--- src/rtl/lsu_align_pkg.sv ---
// Package: operation codes and classification helpers for the alignment unit.
// Assumes a 4-bit operation field; codes 12..15 are reserved operations.
package lsu_align_pkg;

    typedef enum logic [3:0] {
        OP_LDB  = 4'd0,
        OP_LDBU = 4'd1,
        OP_LDH  = 4'd2,
        OP_LDHU = 4'd3,
        OP_LDW  = 4'd4,
        OP_LDL  = 4'd5,
        OP_LDR  = 4'd6,
        OP_STB  = 4'd7,
        OP_STH  = 4'd8,
        OP_STW  = 4'd9,
        OP_STL  = 4'd10,
        OP_STR  = 4'd11,
        OP_RSV0 = 4'd12,
        OP_RSV1 = 4'd13,
        OP_RSV2 = 4'd14,
        OP_RSV3 = 4'd15
    } lsu_op_e;

    function automatic logic op_is_load(lsu_op_e o);
        return (o <= OP_LDR);
    endfunction

    function automatic logic op_is_plain_store(lsu_op_e o);
        return (o == OP_STB) || (o == OP_STH) || (o == OP_STW);
    endfunction

    function automatic logic op_is_rmw(lsu_op_e o);
        return (o == OP_STL) || (o == OP_STR);
    endfunction

    function automatic logic op_is_reserved(lsu_op_e o);
        return (o >= OP_RSV0);
    endfunction

    function automatic logic op_is_left(lsu_op_e o);
        return (o == OP_LDL) || (o == OP_STL);
    endfunction

    function automatic logic op_is_right(lsu_op_e o);
        return (o == OP_LDR) || (o == OP_STR);
    endfunction

    function automatic logic op_is_half(lsu_op_e o);
        return (o == OP_LDH) || (o == OP_LDHU) || (o == OP_STH);
    endfunction

    function automatic logic op_is_word(lsu_op_e o);
        return (o == OP_LDW) || (o == OP_STW);
    endfunction

endpackage

--- src/rtl/lsu_agen.sv ---
// Address generator: adds the sign-extended displacement to the base,
// clears the low bits for the word address, checks natural alignment and
// derives the byte lane, halfword select and partial-word shift index.
// Assumes DATA_W = 32 (four byte lanes).
module lsu_agen
    import lsu_align_pkg::*;
#(
    parameter int DATA_W = 32,
    parameter int OFF_W  = 16
) (
    input  lsu_op_e            op,
    input  logic [DATA_W-1:0]  base,
    input  logic [OFF_W-1:0]   offset,
    input  logic               big_endian,
    output logic [DATA_W-1:0]  word_addr,
    output logic               misaligned,
    output logic [1:0]         byte_lane,
    output logic               half_hi,
    output logic [1:0]         shift_idx
);
    logic [DATA_W-1:0] ea;
    logic [1:0]        lo;

    // Effective address and its word-aligned form.
    always_comb begin
        ea        = base + {{(DATA_W-OFF_W){offset[OFF_W-1]}}, offset};
        lo        = ea[1:0];
        word_addr = {ea[DATA_W-1:2], 2'b00};
    end

    // Natural alignment check for halfword and word accesses only.
    always_comb begin
        misaligned = (op_is_half(op) && lo[0]) ||
                     (op_is_word(op) && (lo != 2'b00));
    end

    // Lane selection according to endian mode.
    always_comb begin
        byte_lane = big_endian ? ~lo : lo;
        half_hi   = lo[1] ^ big_endian;
    end

    // Shift index for left/right partial-word operations.
    always_comb begin
        if (op_is_left(op))
            shift_idx = lo ^ (big_endian ? 2'b00 : 2'b11);
        else if (op_is_right(op))
            shift_idx = lo ^ (big_endian ? 2'b11 : 2'b00);
        else
            shift_idx = 2'b00;
    end
endmodule

--- src/rtl/lsu_load_align.sv ---
// Load aligner: extracts and extends bytes or halfwords from the memory
// word and forms the left/right merges with the old register value.
// Assumes DATA_W = 32 and memory data valid in the request cycle.
module lsu_load_align
    import lsu_align_pkg::*;
#(
    parameter int DATA_W = 32
) (
    input  lsu_op_e            op,
    input  logic [DATA_W-1:0]  mem_word,
    input  logic [DATA_W-1:0]  reg_old,
    input  logic [1:0]         byte_lane,
    input  logic               half_hi,
    input  logic [1:0]         shift_idx,
    output logic [DATA_W-1:0]  result
);
    localparam int HALF_W = DATA_W / 2;

    logic [4:0]        sh;
    logic [DATA_W-1:0] mask_hi;
    logic [DATA_W-1:0] mask_lo;
    logic [DATA_W-1:0] lane_word;
    logic [7:0]        bval;
    logic [HALF_W-1:0] hval;

    // Field extraction and merge masks.
    always_comb begin
        sh        = {shift_idx, 3'b000};
        mask_hi   = {DATA_W{1'b1}} << sh;
        mask_lo   = {DATA_W{1'b1}} >> sh;
        lane_word = mem_word >> {byte_lane, 3'b000};
        bval      = lane_word[7:0];
        hval      = half_hi ? mem_word[DATA_W-1:HALF_W] : mem_word[HALF_W-1:0];
    end

    // Result selection per load kind.
    always_comb begin
        unique case (op)
            OP_LDB:  result = {{(DATA_W-8){bval[7]}}, bval};
            OP_LDBU: result = {{(DATA_W-8){1'b0}}, bval};
            OP_LDH:  result = {{HALF_W{hval[HALF_W-1]}}, hval};
            OP_LDHU: result = {{HALF_W{1'b0}}, hval};
            OP_LDW:  result = mem_word;
            OP_LDL:  result = (mem_word & mask_hi) | (reg_old & ~mask_hi);
            OP_LDR:  result = ((mem_word >> sh) & mask_lo) | (reg_old & ~mask_lo);
            default: result = '0;
        endcase
    end
endmodule

--- src/rtl/lsu_store_build.sv ---
// Store builder: replicates store data across lanes, forms the byte-enable
// mask, and computes the merged word for left/right read-modify-write stores.
// Assumes DATA_W = 32 (four byte lanes, two halfword lanes).
module lsu_store_build
    import lsu_align_pkg::*;
#(
    parameter int DATA_W = 32
) (
    input  lsu_op_e                op,
    input  logic [DATA_W-1:0]      reg_val,
    input  logic [DATA_W-1:0]      mem_word,
    input  logic [1:0]             byte_lane,
    input  logic                   half_hi,
    input  logic [1:0]             shift_idx,
    output logic [DATA_W-1:0]      st_data,
    output logic [DATA_W/8-1:0]    st_mask,
    output logic [DATA_W-1:0]      merged
);
    localparam int BYTES  = DATA_W / 8;
    localparam int HALVES = 2;
    localparam int HALF_W = DATA_W / 2;
    localparam int HBYTES = BYTES / 2;

    logic [DATA_W-1:0] rep_b;
    logic [DATA_W-1:0] rep_h;
    logic [4:0]        sh;
    logic [DATA_W-1:0] mask_hi;
    logic [DATA_W-1:0] mask_lo;

    // Replicate the low byte into every byte lane.
    for (genvar g = 0; g < BYTES; g++) begin : g_rep_byte
        assign rep_b[8*g +: 8] = reg_val[7:0];
    end

    // Replicate the low halfword into every halfword lane.
    for (genvar h = 0; h < HALVES; h++) begin : g_rep_half
        assign rep_h[HALF_W*h +: HALF_W] = reg_val[HALF_W-1:0];
    end

    // Write data and strobe per store kind.
    always_comb begin
        unique case (op)
            OP_STB: begin
                st_data = rep_b;
                st_mask = BYTES'(1) << byte_lane;
            end
            OP_STH: begin
                st_data = rep_h;
                st_mask = {{HBYTES{half_hi}}, {HBYTES{~half_hi}}};
            end
            OP_STW: begin
                st_data = reg_val;
                st_mask = {BYTES{1'b1}};
            end
            default: begin
                st_data = reg_val;
                st_mask = '0;
            end
        endcase
    end

    // Merge of register bytes into the word read for left/right stores.
    always_comb begin
        sh      = {shift_idx, 3'b000};
        mask_hi = {DATA_W{1'b1}} << sh;
        mask_lo = {DATA_W{1'b1}} >> sh;
        if (op == OP_STL)
            merged = ((reg_val >> sh) & mask_lo) | (mem_word & ~mask_lo);
        else
            merged = (reg_val & mask_hi) | (mem_word & ~mask_hi);
    end
endmodule

--- src/rtl/lsu_align.sv ---
// Top of the load/store alignment unit. Combines the address generator,
// load aligner and store builder, and sequences the two-cycle
// read-modify-write for left/right stores. Assumes a memory port whose read
// data is valid in the same cycle as the address; requests are ignored
// while the write phase is in progress.
module lsu_align
    import lsu_align_pkg::*;
#(
    parameter int DATA_W = 32,
    parameter int OFF_W  = 16
) (
    input  logic                 clk,
    input  logic                 rst_n,
    input  logic                 req_valid,
    input  logic [3:0]           op,
    input  logic [DATA_W-1:0]    base,
    input  logic [OFF_W-1:0]     offset,
    input  logic [DATA_W-1:0]    rt_old,
    input  logic                 big_endian,
    input  logic [DATA_W-1:0]    mem_rdata,
    output logic [DATA_W-1:0]    mem_addr,
    output logic                 mem_re,
    output logic [DATA_W/8-1:0]  mem_we,
    output logic [DATA_W-1:0]    mem_wdata,
    output logic                 wb_en,
    output logic [DATA_W-1:0]    wb_data,
    output logic                 addr_err,
    output logic                 rsvd_err,
    output logic                 busy
);
    localparam int BYTES = DATA_W / 8;

    lsu_op_e             op_e;
    logic [DATA_W-1:0]   word_addr;
    logic                misaligned;
    logic [1:0]          byte_lane;
    logic                half_hi;
    logic [1:0]          shift_idx;
    logic [DATA_W-1:0]   ld_result;
    logic [DATA_W-1:0]   st_data;
    logic [BYTES-1:0]    st_mask;
    logic [DATA_W-1:0]   merged;
    logic                accept;
    logic                busy_q;
    logic [DATA_W-1:0]   wr_addr_q;
    logic [DATA_W-1:0]   wr_data_q;

    assign op_e = lsu_op_e'(op);

    lsu_agen #(.DATA_W(DATA_W), .OFF_W(OFF_W)) i_agen (
        .op         (op_e),
        .base       (base),
        .offset     (offset),
        .big_endian (big_endian),
        .word_addr  (word_addr),
        .misaligned (misaligned),
        .byte_lane  (byte_lane),
        .half_hi    (half_hi),
        .shift_idx  (shift_idx)
    );

    lsu_load_align #(.DATA_W(DATA_W)) i_load (
        .op        (op_e),
        .mem_word  (mem_rdata),
        .reg_old   (rt_old),
        .byte_lane (byte_lane),
        .half_hi   (half_hi),
        .shift_idx (shift_idx),
        .result    (ld_result)
    );

    lsu_store_build #(.DATA_W(DATA_W)) i_store (
        .op        (op_e),
        .reg_val   (rt_old),
        .mem_word  (mem_rdata),
        .byte_lane (byte_lane),
        .half_hi   (half_hi),
        .shift_idx (shift_idx),
        .st_data   (st_data),
        .st_mask   (st_mask),
        .merged    (merged)
    );

    // A request is taken only outside the write phase.
    assign accept = req_valid && !busy_q;

    // Capture the merged word and address for the write phase.
    always_ff @(posedge clk) begin
        if (!rst_n) begin
            busy_q    <= 1'b0;
            wr_addr_q <= '0;
            wr_data_q <= '0;
        end else if (accept && op_is_rmw(op_e)) begin
            busy_q    <= 1'b1;
            wr_addr_q <= word_addr;
            wr_data_q <= merged;
        end else begin
            busy_q    <= 1'b0;
        end
    end

    // Port drive: held write in the write phase, else the current request.
    always_comb begin
        addr_err = accept && misaligned;
        rsvd_err = accept && op_is_reserved(op_e);
        wb_data  = ld_result;
        wb_en    = accept && op_is_load(op_e) && !misaligned;
        busy     = busy_q;
        if (busy_q) begin
            mem_addr  = wr_addr_q;
            mem_wdata = wr_data_q;
            mem_we    = {BYTES{1'b1}};
            mem_re    = 1'b0;
        end else begin
            mem_addr  = word_addr;
            mem_wdata = st_data;
            mem_we    = (accept && op_is_plain_store(op_e) && !misaligned) ? st_mask : '0;
            mem_re    = accept && (op_is_load(op_e) || op_is_rmw(op_e)) && !misaligned;
        end
    end


    err_blocks_effects_chk: assert property (@(posedge clk) disable iff (!rst_n)
        addr_err |-> (!wb_en && mem_we == '0));


    rmw_write_next_chk: assert property (@(posedge clk) disable iff (!rst_n)
        (req_valid && !busy && op_is_rmw(op_e)) |=> (busy && mem_we == {BYTES{1'b1}}));


    busy_one_cycle_chk: assert property (@(posedge clk) disable iff (!rst_n)
        busy |=> !busy);


    busy_ignores_req_chk: assert property (@(posedge clk) disable iff (!rst_n)
        busy |-> (!wb_en && !rsvd_err && !mem_re && !addr_err));


    addr_word_aligned_chk: assert property (@(posedge clk) disable iff (!rst_n)
        mem_addr[1:0] == 2'b00);


    partial_never_err_chk: assert property (@(posedge clk) disable iff (!rst_n)
        (op_is_left(op_e) || op_is_right(op_e)) |-> !addr_err);


    strobe_shape_chk: assert property (@(posedge clk) disable iff (!rst_n)
        ($countones(mem_we) != 3) && !(mem_re && mem_we != '0));
endmodule

--- config.mk ---
export PLATFORM = sky130hd
export DESIGN_NAME = lsu_align
export DESIGN_NICKNAME = d
export VERILOG_FILES = /design/src/rtl/lsu_align_pkg.sv /design/src/rtl/lsu_agen.sv /design/src/rtl/lsu_load_align.sv /design/src/rtl/lsu_store_build.sv /design/src/rtl/lsu_align.sv
export SDC_FILE = /design/constraint.sdc
export NUM_CORES = 1
export LEC_CHECK = 0
export BUFFER_PORTS_ARGS = -buffer_cell sky130_fd_sc_hd__buf_2
export CAP_MARGIN = 40
export CORE_UTILIZATION = 30
export DETAILED_ROUTE_END_ITERATION = 7
export PLACE_DENSITY = 0.53
export SLEW_MARGIN = 5
export SYNTH_ARGS = -nofsm -noshare
export SYNTH_HDL_FRONTEND = slang
export SYNTH_SLANG_ARGS = --single-unit
--- constraint.sdc ---
create_clock -name clk -period 5.87 [get_ports clk]
set_input_delay 1.4675 -clock clk [delete_from_list [all_inputs] [get_ports clk]]
set_output_delay 1.4675 -clock clk [all_outputs]
set_load 0.02 [all_outputs]
==> results of run 1 <==
through the flow:
stage,utilization,instances,setup WS [ps],hold slack (ps)
6_report,0.375,1510,128,446
5_1_grt,0.375,1510,2.40,463
4_1_cts,0.375,1510,109,449
3_5_place_dp,0.363,1495,119,441
3_3_place_gp,0.361,1492,57.4,434
2_1_floorplan,-,987,422,425
logic make-up (layout without fill, tap and decap cells):
| logic type | after synthesis | after routing | share of synthesized area |
|---|---|---|---|
| AOI/OAI and AO/OA | 340 | 340 | 0.293 |
| and+or+nand+nor | 299 | 299 | 0.179 |
| adders and majority gates | 32 | 32 | 0.0528 |
| muxes | 124 | 124 | 0.204 |
| xor gates and xnor gates | 34 | 34 | 0.0459 |
| DFF | 63 | 63 | 0.163 |
| other | 1 | 2 | 0.000486 |
| buffers and inverters | 93 | 286 | 0.0617 |
worst max-delay path, delay by kind of cell:
kind,cells,cell delay [ps]
buffers and inverters,5,770
adders and majority gates,2,670
muxes,2,660
xor gates and xnor gates,1,180
AOI/OAI and AO/OA,2,450
and+or+nand+nor,1,80
sequential cells by signal, indices dropped and copies added, names as in the netlist:
| register | count |
|---|---|
| busy | 1 |
| wr_addr_q | 30 |
| wr_data_q | 32 |
power by group:
group          switching [mW]  total, mW  internal, mW
Combinational           0.572      0.934         0.363
Sequential            0.00825      0.449         0.441
Clock                   0.197      0.546         0.349
Total                   0.777       1.93          1.15
timing repair:
action	4_1_cts	5_1_grt
hold buffers	0	0
endpoints found under the setup margin	0	2
resized for setup	0	2
synth_stat cells (3+ instances only):
master	number
nand2_1	149
o21ai_0	89
mux2i_1	74
a21oi_1	70
dfxtp_1	63
nor2_1	59
clkbuf_1	43
o21ai_1	39
ha_1	31
mux2_2	23
o221ai_1	22
and2_1	19
mux4_2	19
xnor2_1	19
a221o_1	16
a221oi_1	15
inv_1	14
nor2b_1	13
o211ai_1	13
xor2_1	12
a21o_1	11
buf_2	11
buf_6	11
nand3_1	11
o21bai_1	11
nand4_1	9
nand2b_1	8
o211a_1	8
a222oi_1	7
nor3_1	6
buf_1	5
buf_4	5
a211oi_1	4
mux2_1	4
mux4_1	4
a211o_1	3
a31oi_1	3
and3_1	3
nand2_2	3
nand3b_1	3
nor3b_1	3
o21a_1	3
path summary, 6_finish.rpt:
path | to | cells past startpoint | from
max | wb_data[12] | 13 | offset[0]
min | wr_data_q[12]$_SDFFE_PN0P_ | 2 | wr_data_q[12]$_SDFFE_PN0P_
max reg2reg | wr_data_q[18]$_SDFFE_PN0P_ | 8 | busy$_SDFF_PN0_
min reg2reg | wr_data_q[12]$_SDFFE_PN0P_ | 2 | wr_data_q[12]$_SDFFE_PN0P_
per-layer routing:
layer	share of wire	wire length (um)	vias to the layer above	GRT usage
met5	0	0	-	0
met2	0.44	14000	461	0.376
met1	0.44	13900	3972	0.305
met4	0.033	1040	0	0.0879
li1	-	-	4065	-
met3	0.089	2840	64	0.0570
final cells by class:
| type | instances | area (um^2) |
|---|---|---|
| Inverter | 16 | 60.1 |
| Sequential cell | 63 | 1260 |
| Timing Repair Buffer | 255 | 1420 |
| Multi-Input combinational cell | 831 | 5990 |
| Clock inverter | 3 | 42.5 |
| Clock buffer | 12 | 256 |
| Fill cell | 2688 | 15700 |
| Tap cell | 330 | 413 |
==> summary.txt, run 1 <==
Max-cap violations: 0
1st-pass router iterations: 6
CP max-delay cell: mux4_2
Clk_lat worst skew: 330 ps
FP Rows: 58
R2R Setup Slk: 2620 ps
Post-CTS setup buffers: 0
H-tree depth: 3
Die area: 0.0264 mm^2
Num CTS Buffers: 9
Synth area leader: dfxtp_1
Drt wl/cell: 21.1 um
CP Class: in2out
CTS Buffer Depth: 2
Top cells by area, synth: dfxtp_1 (16%), mux2i_1 (9.6%), nand2_1 (7.2%)
Remaining Overflow, GRT: 0
Placed inst area: 0.00915 mm^2
Antenna Violating Nets Remaining: 0
Iter 0 DRT Violations: 754
Global-route wire length before repair: 47,500 um
Syn_area_per_cell: 7.83 um^2
Required @ worst endpoint: 4400 ps
Post-synth EDFFs: 0
Largest net degree at the start of global routing: 58
Worst Max-Slew Pin Slew: 880 ps
Diode count: 0
CORE AREA: 0.0252 mm^2
Max-slew headroom: 0.412
Final Hold Fails: 0
GRT Util Overall: 0.235
Crit path max fanout: 7
Hold Path Class: reg2reg
P_leak: 4.30 nW
Tot Pwr: 1.93 mW
Slew Viols, Final: 0
Post-synth top area share: 0.163
Syn. warnings: 0
Most common cell after layout, fill and taps aside: buf_2
Clk_skew: 4.07 ps
Final Setup Violations: 0
Worst path arrival time: 4270 ps
Die height: 162 um
Clock Sinks: 63
P per Cell Area: 204 mW/mm^2
Period utilisation layout: 0.978
Initial antenna violation count: 0
Vias in the first global route: 7,952
Setup TNS: 0 ps
Routed Wire Length: 31,800 um
Post-Syn Instances: 986
Ys async rst share: 0
CTS tree: built
Root buffer cell: clkbuf_16
Final nets: 1,328
Mapped Area: 0.00772 mm^2
Die Wd: 162 um
Area grow syn2layout: 22.4%
Unrepaired setup endpoints after global routing: false
Fraction of layout cells with a size suffix above 1: 0.292
Design Area, Final: 0.00945 mm^2
# DRC: 0
DR vias/cell: 5.67
Register bit total from synthesis: 63
Cell variety after synth: 80
Crit path capture type: output pin
Commonest cells after routing, fill and taps aside: buf_2 (222), nand2_1 (149), o21ai_0 (89), mux2i_1 (73), a21oi_1 (70)
Io pins: 225
Setup crit start kind: input pin
Starting Density: 0.307
HPWL after DPL: 24,300 um
Worst vdd ir: 115 uV
Most frequent CP cell: buf_2
Register area share after synthesis: 0.163
Status: complete, no violations
Global placement routability congestion: 0.941
Clock transition at path regs: 60 ps
# port buffers: 222
DR vias: 8,562
Max Freq: 174 MHz
Min cycle time layout: 5740 ps
CP Cell Sequence: buf_2 > ha_1 > inv_1 > fa_1 > buf_12 > xor2_4 > mux2i_1 > a22oi_4 > buf_4 > mux4_2 > nand2_1 > o211ai_1 > buf_2
Crit-path max cell delay: 490 ps
Main flop type after synthesis: dfxtp_1
Power figures use the tool's default switching activity.
==> inputs of run 2 (changes only) <==
Clock period 5.87 ns to 6.45 ns, I/O delays scaled along.
==> run 2 against run 1 <==
Net effect:
- non-clock buffer count is 8 lower
- sequential power is 8.9% lower
- hold slack improved by 0.90 ps
- sequential share of layout area rose by 0.052 points
- final cell count decreased by 0.46%
- register-to-register slack gained 890 ps
- sequential cell count unchanged
- global-route usage is essentially flat
- power is 6.3% lower
- highest routed layer unchanged
==> summary.txt, run 2 (same netlist as run 1, synthesis figures left out) <==
Setup crit start kind: input pin
Io pins: 225 (unchanged)
Grt met1 use: 0.312 (+0.00739)
Clk_lat worst skew: 340 ps (about the same)
Die height: 162 um (unchanged)
Required @ worst endpoint: 4840 ps (+440 ps)
Clk_skew: 8.22 ps (+4.15 ps)
Final Util: 0.374 (-0.00144)
Largest net degree at the start of global routing: 60 (+3.4%)
Clock transition at path regs: 50 ps (about the same)
Final Setup Violations: 0 (unchanged)
PostCTS Resize Cnt: 0 (unchanged)
Max-slew headroom: 0.424 (+0.0117)
Final Hold Fails: 0 (unchanged)
Worst path arrival time: 4570 ps (+300 ps)
Die Wd: 162 um (unchanged)
Slew Viols, Final: 0 (unchanged)
CP Class: in2out
Die area: 0.0264 mm^2 (unchanged)
Status: complete, no violations
Min cycle time layout: 6190 ps
# DRC: 0 (unchanged)
Top reg by flops: wr_data_q
Hold Path Class: reg2reg
P_leak: 4.28 nW (-0.38%)
Unrepaired setup endpoints after global routing: false
Cts hold-fix bufs: 0 (unchanged)
Num CTS Buffers: 9 (unchanged)
CTS tree: built
M3 GR Usage: 0.0385 (-0.0186)
Vias in the first global route: 7,805 (-1.8%)
Iter 0 DRT Violations: 814 (+8.0%)
Fraction of layout cells with a size suffix above 1: 0.286 (-0.00508)
Multi-input gate area: 0.00599 mm^2 (about the same)
Largest register FFs: 32 (unchanged)
Worst vdd ir: 115 uV (-0.21%)
Antenna Violating Nets Remaining: 0 (unchanged)
P per Cell Area: 192 mW/mm^2 (-6.0%)
Crit path capture type: output pin
Starting Density: 0.307 (unchanged)
Global placement routability congestion: 0.944 (+0.35%)
Period utilisation layout: 0.959
Max-cap violations: 0 (unchanged)
Max Freq: 162 MHz
DR vias: 8,527 (-0.41%)
Commonest cells after routing, fill and taps aside: buf_2 (222), nand2_1 (149), o21ai_0 (89), mux2i_1 (74), a21oi_1 (70)
Clock Sinks: 63 (unchanged)
Routed Wire Length: 31,600 um (-0.64%)
Most common cell after layout, fill and taps aside: buf_2
FP Rows: 58 (unchanged)
Drt wl/cell: 21.0 um (-0.18%)
# port buffers: 222 (unchanged)
Post-CTS setup buffers: 0 (unchanged)
Final nets: 1,320 (-0.60%)
Met2 Use GR: 0.375 (-0.000389)
Worst Max-Slew Pin Slew: 862 ps (-17.5 ps)
HPWL after DPL: 24,300 um (about the same)
CORE AREA: 0.0252 mm^2 (unchanged)
Global-route wire length before repair: 47,300 um (-0.44%)
H-tree depth: 3 (unchanged)
Diode count: 0 (unchanged)
CTS Buffer Depth: 2 (unchanged)
DR vias/cell: 5.67 (about the same)
Area grow syn2layout: 21.9%
Setup TNS: 0 ps (unchanged)
Gr busiest metal: met2
Root buffer cell: clkbuf_16
Crit path max fanout: 25 (+18)
GRT Util Overall: 0.235 (about the same)
Initial antenna violation count: 0 (unchanged)
Fill count: 2,754 (+2.5%)
Reg area: 0.00126 mm^2 (unchanged)
Remaining Overflow, GRT: 0 (unchanged)
1st-pass router iterations: 6 (unchanged)
==> run 2: layer usage <==
metal / wire [um] / up-vias
li1: - / 4048
met1: 13700 / 3965
met2: 14200 / 458
met3: 2720 / 56
met4: 1000 / 0
met5: 0 / -
==> run 2: final cells by class <==
cell class | count | share of cell area
Sequential cell | 63 | 0.134
Tap cell | 330 | 0.0439
Inverter | 16 | 0.00638
Clock inverter | 2 | 0.00638
Multi-Input combinational cell | 831 | 0.636
Timing Repair Buffer | 247 | 0.143
Clock buffer | 14 | 0.0302
==> run 2: worst max-delay path: stages <==
cell      delay, ps
buf_2           100
ha_1            220
inv_1            70
fa_1            410
buf_4           200
xor2_4          190
mux2i_1         180
a22oi_4         430
buf_12          250
mux4_2          510
nand2_1          80
o211ai_1         90
buf_2           200
==> run 2: report_power, final <==
group	total, mW	switching [mW]	internal [mW]
combinational	0.837	0.517	0.320
sequential	0.409	0.00745	0.401
clock	0.561	0.181	0.381
total	1.81	0.705	1.10
==> run 2: path summary, 6_finish.rpt <==
kind / startpoint / end / slack, ps / cells past startpoint
max: offset[0] / wb_data[8] / 260 / 13
min: wr_addr_q[24]$_SDFFE_PN0P_ / wr_addr_q[24]$_SDFFE_PN0P_ / 450 / 2
max reg2reg: busy$_SDFF_PN0_ / wr_data_q[16]$_SDFFE_PN0P_ / 3510 / 7
min reg2reg: wr_addr_q[24]$_SDFFE_PN0P_ / wr_addr_q[24]$_SDFFE_PN0P_ / 450 / 2
==> run 2: metrics by stage <==
stage / instance area [um^2] / instances / setup WS [ps] / hold slack [ps] / total power, mW
after floorplan: 7720 / 987 / 712 / 425 / 0.974
after global placement: 9030 / 1484 / 351 / 434 / 1.25
after detailed placement: 9070 / 1487 / 267 / 442 / 1.25
after CTS: 9420 / 1503 / 256 / 449 / 1.82
after global routing: 9420 / 1503 / 108 / 466 / 1.90
final: 9420 / 1503 / 264 / 447 / 1.81
==> inputs of run 3 (changes only) <==
Settings changed: PLACE_DENSITY 0.53 to 0.52, SYNTH_HIERARCHICAL from default to 1.
==> run 3 against run 2 <==
Net effect:
- synthesized cell count grew 13%
- non-clock buffer count grew 4
- highest routed layer is now met5
- final area increased by 11%
- worst setup slack got worse by 47 ps
- utilization decreased by 1.2 points
- via count is 8.7% higher
- clock skew rose by 3.4 ps
- register-to-register slack improved by 640 ps
- largest power group unchanged
- sequential share of layout area is 0.97 points lower
- maximum frequency decreased by 0.75%
- first-iteration DRC count shrank 22%
==> summary.txt, run 3 <==
Status: complete, no violations
Ys async rst share: 0 (unchanged)
FP Rows: 62 (+6.9%)
Power share of the combinational group: 0.490 (+0.027)
CP Class: in2out
Clock transition at path regs: 50 ps (about the same)
Post-synth top area share: 0.147 (-0.0168)
P_leak: 4.34 nW (+1.3%)
Largest net degree at the start of global routing: 85 (+42%)
Setup TNS: 0 ps (unchanged)
CP max-delay cell: o21ai_4
Period utilisation layout: 0.966 (+0.00725)
Worst r2r path cells: 4 (-3)
CP Depth: 11 (-2)
Drt wl/cell: 20.0 um (-5.0%)
PostCTS Resize Cnt: 0 (unchanged)
R2r endpoint: wr_addr_q[11]$_SDFFE_PN0P_
Vias in the first global route: 8,797 (+13%)
Clk_lat worst skew: 350 ps (about the same)
Cell variety after synth: 88 (+10%)
DR vias: 9,268 (+8.7%)
Slew Viols, Final: 0 (unchanged)
H-tree depth: 3 (unchanged)
Mapped Area: 0.00888 mm^2 (+15%)
Remaining Overflow, GRT: 0 (unchanged)
Cell with the most instances after synthesis: nand2_1
CORE AREA: 0.0289 mm^2 (+15%)
Clk_skew: 11.6 ps (+3.39 ps)
# DRC: 0 (unchanged)
Multi-input gate area: 0.00693 mm^2 (+16%)
Final Setup Violations: 0 (unchanged)
Tot Pwr: 1.86 mW (+3.0%)
Starting Density: 0.307 (about the same)
Main flop type after synthesis: dfxtp_1
Die Wd: 174 um (+7.2%)
Reg area: 0.00131 mm^2 (+3.2%)
Register bit total from synthesis: 65 (+3.2%)
Die height: 174 um (+7.2%)
Fraction of layout cells with a size suffix above 1: 0.313 (+0.0266)
Max Freq: 160 MHz (-0.75%)
Hold Path Class: reg2reg
Most common cell after layout, fill and taps aside: buf_2
Die area: 0.0303 mm^2 (+15%)
Final Hold Fails: 0 (unchanged)
Commonest cells after routing, fill and taps aside: buf_2 (223), nand2_1 (205), mux2_2 (91), mux2i_1 (84), dfxtp_1 (64)
Crit-path max cell delay: 590 ps (+80 ps)
Commonest cells in the synthesized netlist: nand2_1 (205), mux2_2 (91), mux2i_1 (84)
Syn_area_per_cell: 7.98 um^2 (+1.9%)
Iter 0 DRT Violations: 632 (-22%)
Root buffer cell: clkbuf_16
Adder-cell share of the synthesized area: 0.0472 (-0.00562)
CTS Buffer Depth: 2 (unchanged)
Simple-gate share of the synthesized area: 0.210 (+0.0311)
Unrepaired setup endpoints after global routing: false
Syn. warnings: 6 (+6)
Critical Path Start: offset[0]
Hold Path Stages: 2 (unchanged)
Net Sw Frac: 0.410 (+0.0197)
Seq pwr share: 0.225 (about the same)
DR vias/cell: 5.57 (-1.9%)
Io pins: 225 (unchanged)
HPWL after DPL: 25,500 um (+4.7%)
Worst Setup EP: wb_data[5]
Crit path max fanout: 46 (+84%)
FF-to-FF Start: busy$_SDFF_PN0_
Required @ worst endpoint: 4840 ps (about the same)
Max-cap violations: 0 (unchanged)
Global placement routability congestion: 0.888 (-6.0%)
CTS tree: built
HP Start: wr_data_q[22]$_SDFFE_PN0P_
Top cells by area, synth: dfxtp_1 (15%), mux2_2 (12%), mux2i_1 (9.5%)
Setup crit start kind: input pin
Global-route wire length before repair: 50,800 um (+7.5%)
Synth area leader: dfxtp_1
Largest family of logic cells by synthesized area: multiplexers
Diode count: 0 (unchanged)
Initial antenna violation count: 1 (+1)
Antenna Violating Nets Remaining: 0 (unchanged)
CP bufs+invs: 3 (-2)
Post-Syn Instances: 1,113 (+13%)
Worst Max-Slew Pin Slew: 933 ps (+70.5 ps)
Worst vdd ir: 117 uV (+2.0%)
Register area share after synthesis: 0.147 (-0.0168)
Min cycle time layout: 6230 ps (+46.8 ps)
Num CTS Buffers: 9 (unchanged)
R2R Setup Slk: 4150 ps (+640 ps)
Worst path arrival time: 4620 ps (+50 ps)
1st-pass router iterations: 5 (-1)
Max-slew headroom: 0.369 (-0.0545)
P per Cell Area: 178 mW/mm^2 (-7.4%)
Cts hold-fix bufs: 0 (unchanged)
GRT Util Overall: 0.214 (-0.0210)
Crit path capture type: output pin
Area grow syn2layout: 17.9%
Post-synth EDFFs: 0 (unchanged)
Mux cell area share after synthesis: 0.255 (+0.0506)
Clock Sinks: 65 (+3.2%)
# port buffers: 224 (+0.90%)
Int Power: 1.10 mW (-0.34%)
Fill count: 3,075 (+12%)
CP delay by family, top: compound AO/OA/AOI/OAI gates
Most frequent CP cell: buf_2
CP Cell Sequence: buf_2 > ha_1 > xnor2_1 > a21oi_1 > o21ai_4 > buf_4 > nor2b_1 > a211o_1 > a32oi_1 > nand3_1 > buf_2
Post-CTS setup buffers: 0 (unchanged)
Clock network power share: 0.285 (-0.026)
P_sw: 0.763 mW (+8.2%)
Routed Wire Length: 33,200 um (+5.2%)
Final nets: 1,428 (+8.2%)
Synth Area in XOR/XNOR: 0.0276 (-0.0182)
Compound-Gate Fraction of Synth Area: 0.236 (-0.0567)
-- run 3: cell types whose count changed after synthesis, moves of 12 or more --
cell and change:
nor3_1 +12, a32oi_1 +13, o21ai_1 -35, mux2_2 +68, buf_2 +20, a2bb2oi_1 +16
o31ai_1 +15, o21ai_0 -62, a22oi_1 +12, a21oi_1 -22, nand3_1 +14, nand2_1 +56
o221ai_1 -21
-- run 3: power groups by stage --
| stage | Combinational [mW] | Clock [mW] | Sequential (mW) |
|---|---|---|---|
| final | 0.911 | 0.530 | 0.419 |
| after global routing | 0.986 | 0.565 | 0.420 |
| after CTS | 0.911 | 0.545 | 0.419 |
| after detailed placement | 0.906 | 0 | 0.428 |
| after global placement | 0.902 | 0 | 0.429 |
| after floorplan | 0.629 | 0 | 0.426 |
-- run 3: area by class of cell --
cell class,instances,share of cell area
Timing Repair Buffer,251,0.129
Clock buffer,11,0.0243
Tap cell,384,0.0459
Clock inverter,5,0.00597
Inverter,23,0.00824
Multi-Input combinational cell,926,0.662
Sequential cell,65,0.125
-- run 3: kinds of logic (layout without fill, tap and decap cells) --
| group | count (synthesis) | in the layout |
|---|---|---|
| AND/OR/NAND/NOR | 391 | 391 |
| AO/OA/AOI/OAI | 279 | 279 |
| flip-flops | 65 | 65 |
| other | 1 | 2 |
| buffers and inverters | 123 | 290 |
| adder cells (fa/ha/maj) | 33 | 33 |
| XOR/XNOR | 28 | 28 |
| multiplexers | 193 | 193 |
-- run 3: worst min path at each step --
| stage | to | slack [ps] |
|---|---|---|
| detailed placement | wr_data_q[27]$_SDFFE_PN0P_ | 440 |
| CTS | wr_addr_q[14]$_SDFFE_PN0P_ | 460 |
| finish | wr_data_q[22]$_SDFFE_PN0P_ | 450 |
| global placement | wr_addr_q[26]$_SDFFE_PN0P_ | 440 |
| floorplan | wr_addr_q[0]$_SDFFE_PN0P_ | 430 |
| global route | wr_data_q[21]$_SDFFE_PN0P_ | 470 |
-- run 3: per-stage QoR --
stage                util  std cells  instance area, um^2  setup WS, ps  hold slack (ps)
finish              0.362       1665                10500           217              453
global route        0.362       1665                10500          4.06              466
CTS                 0.362       1665                10500           231              457
detailed placement  0.351       1649                10200           219              442
global placement    0.350       1648                10100           271              438
floorplan               -       1114                 8880           547              431
-- run 3: layer usage --
metal / global-route usage / share of wire / routed length (um)
met3: 0.0293 / 0.065 / 2170
met1: 0.284 / 0.45 / 15100
met4: 0.0943 / 0.035 / 1180
met2: 0.346 / 0.44 / 14800
met5: 0 / 0.00039 / 13
-- run 3: worst min-delay path, cell delays in order (launching register included) --
cell and delay (ps):
dfxtp_1 300, nand2_1 50, mux2i_1 50
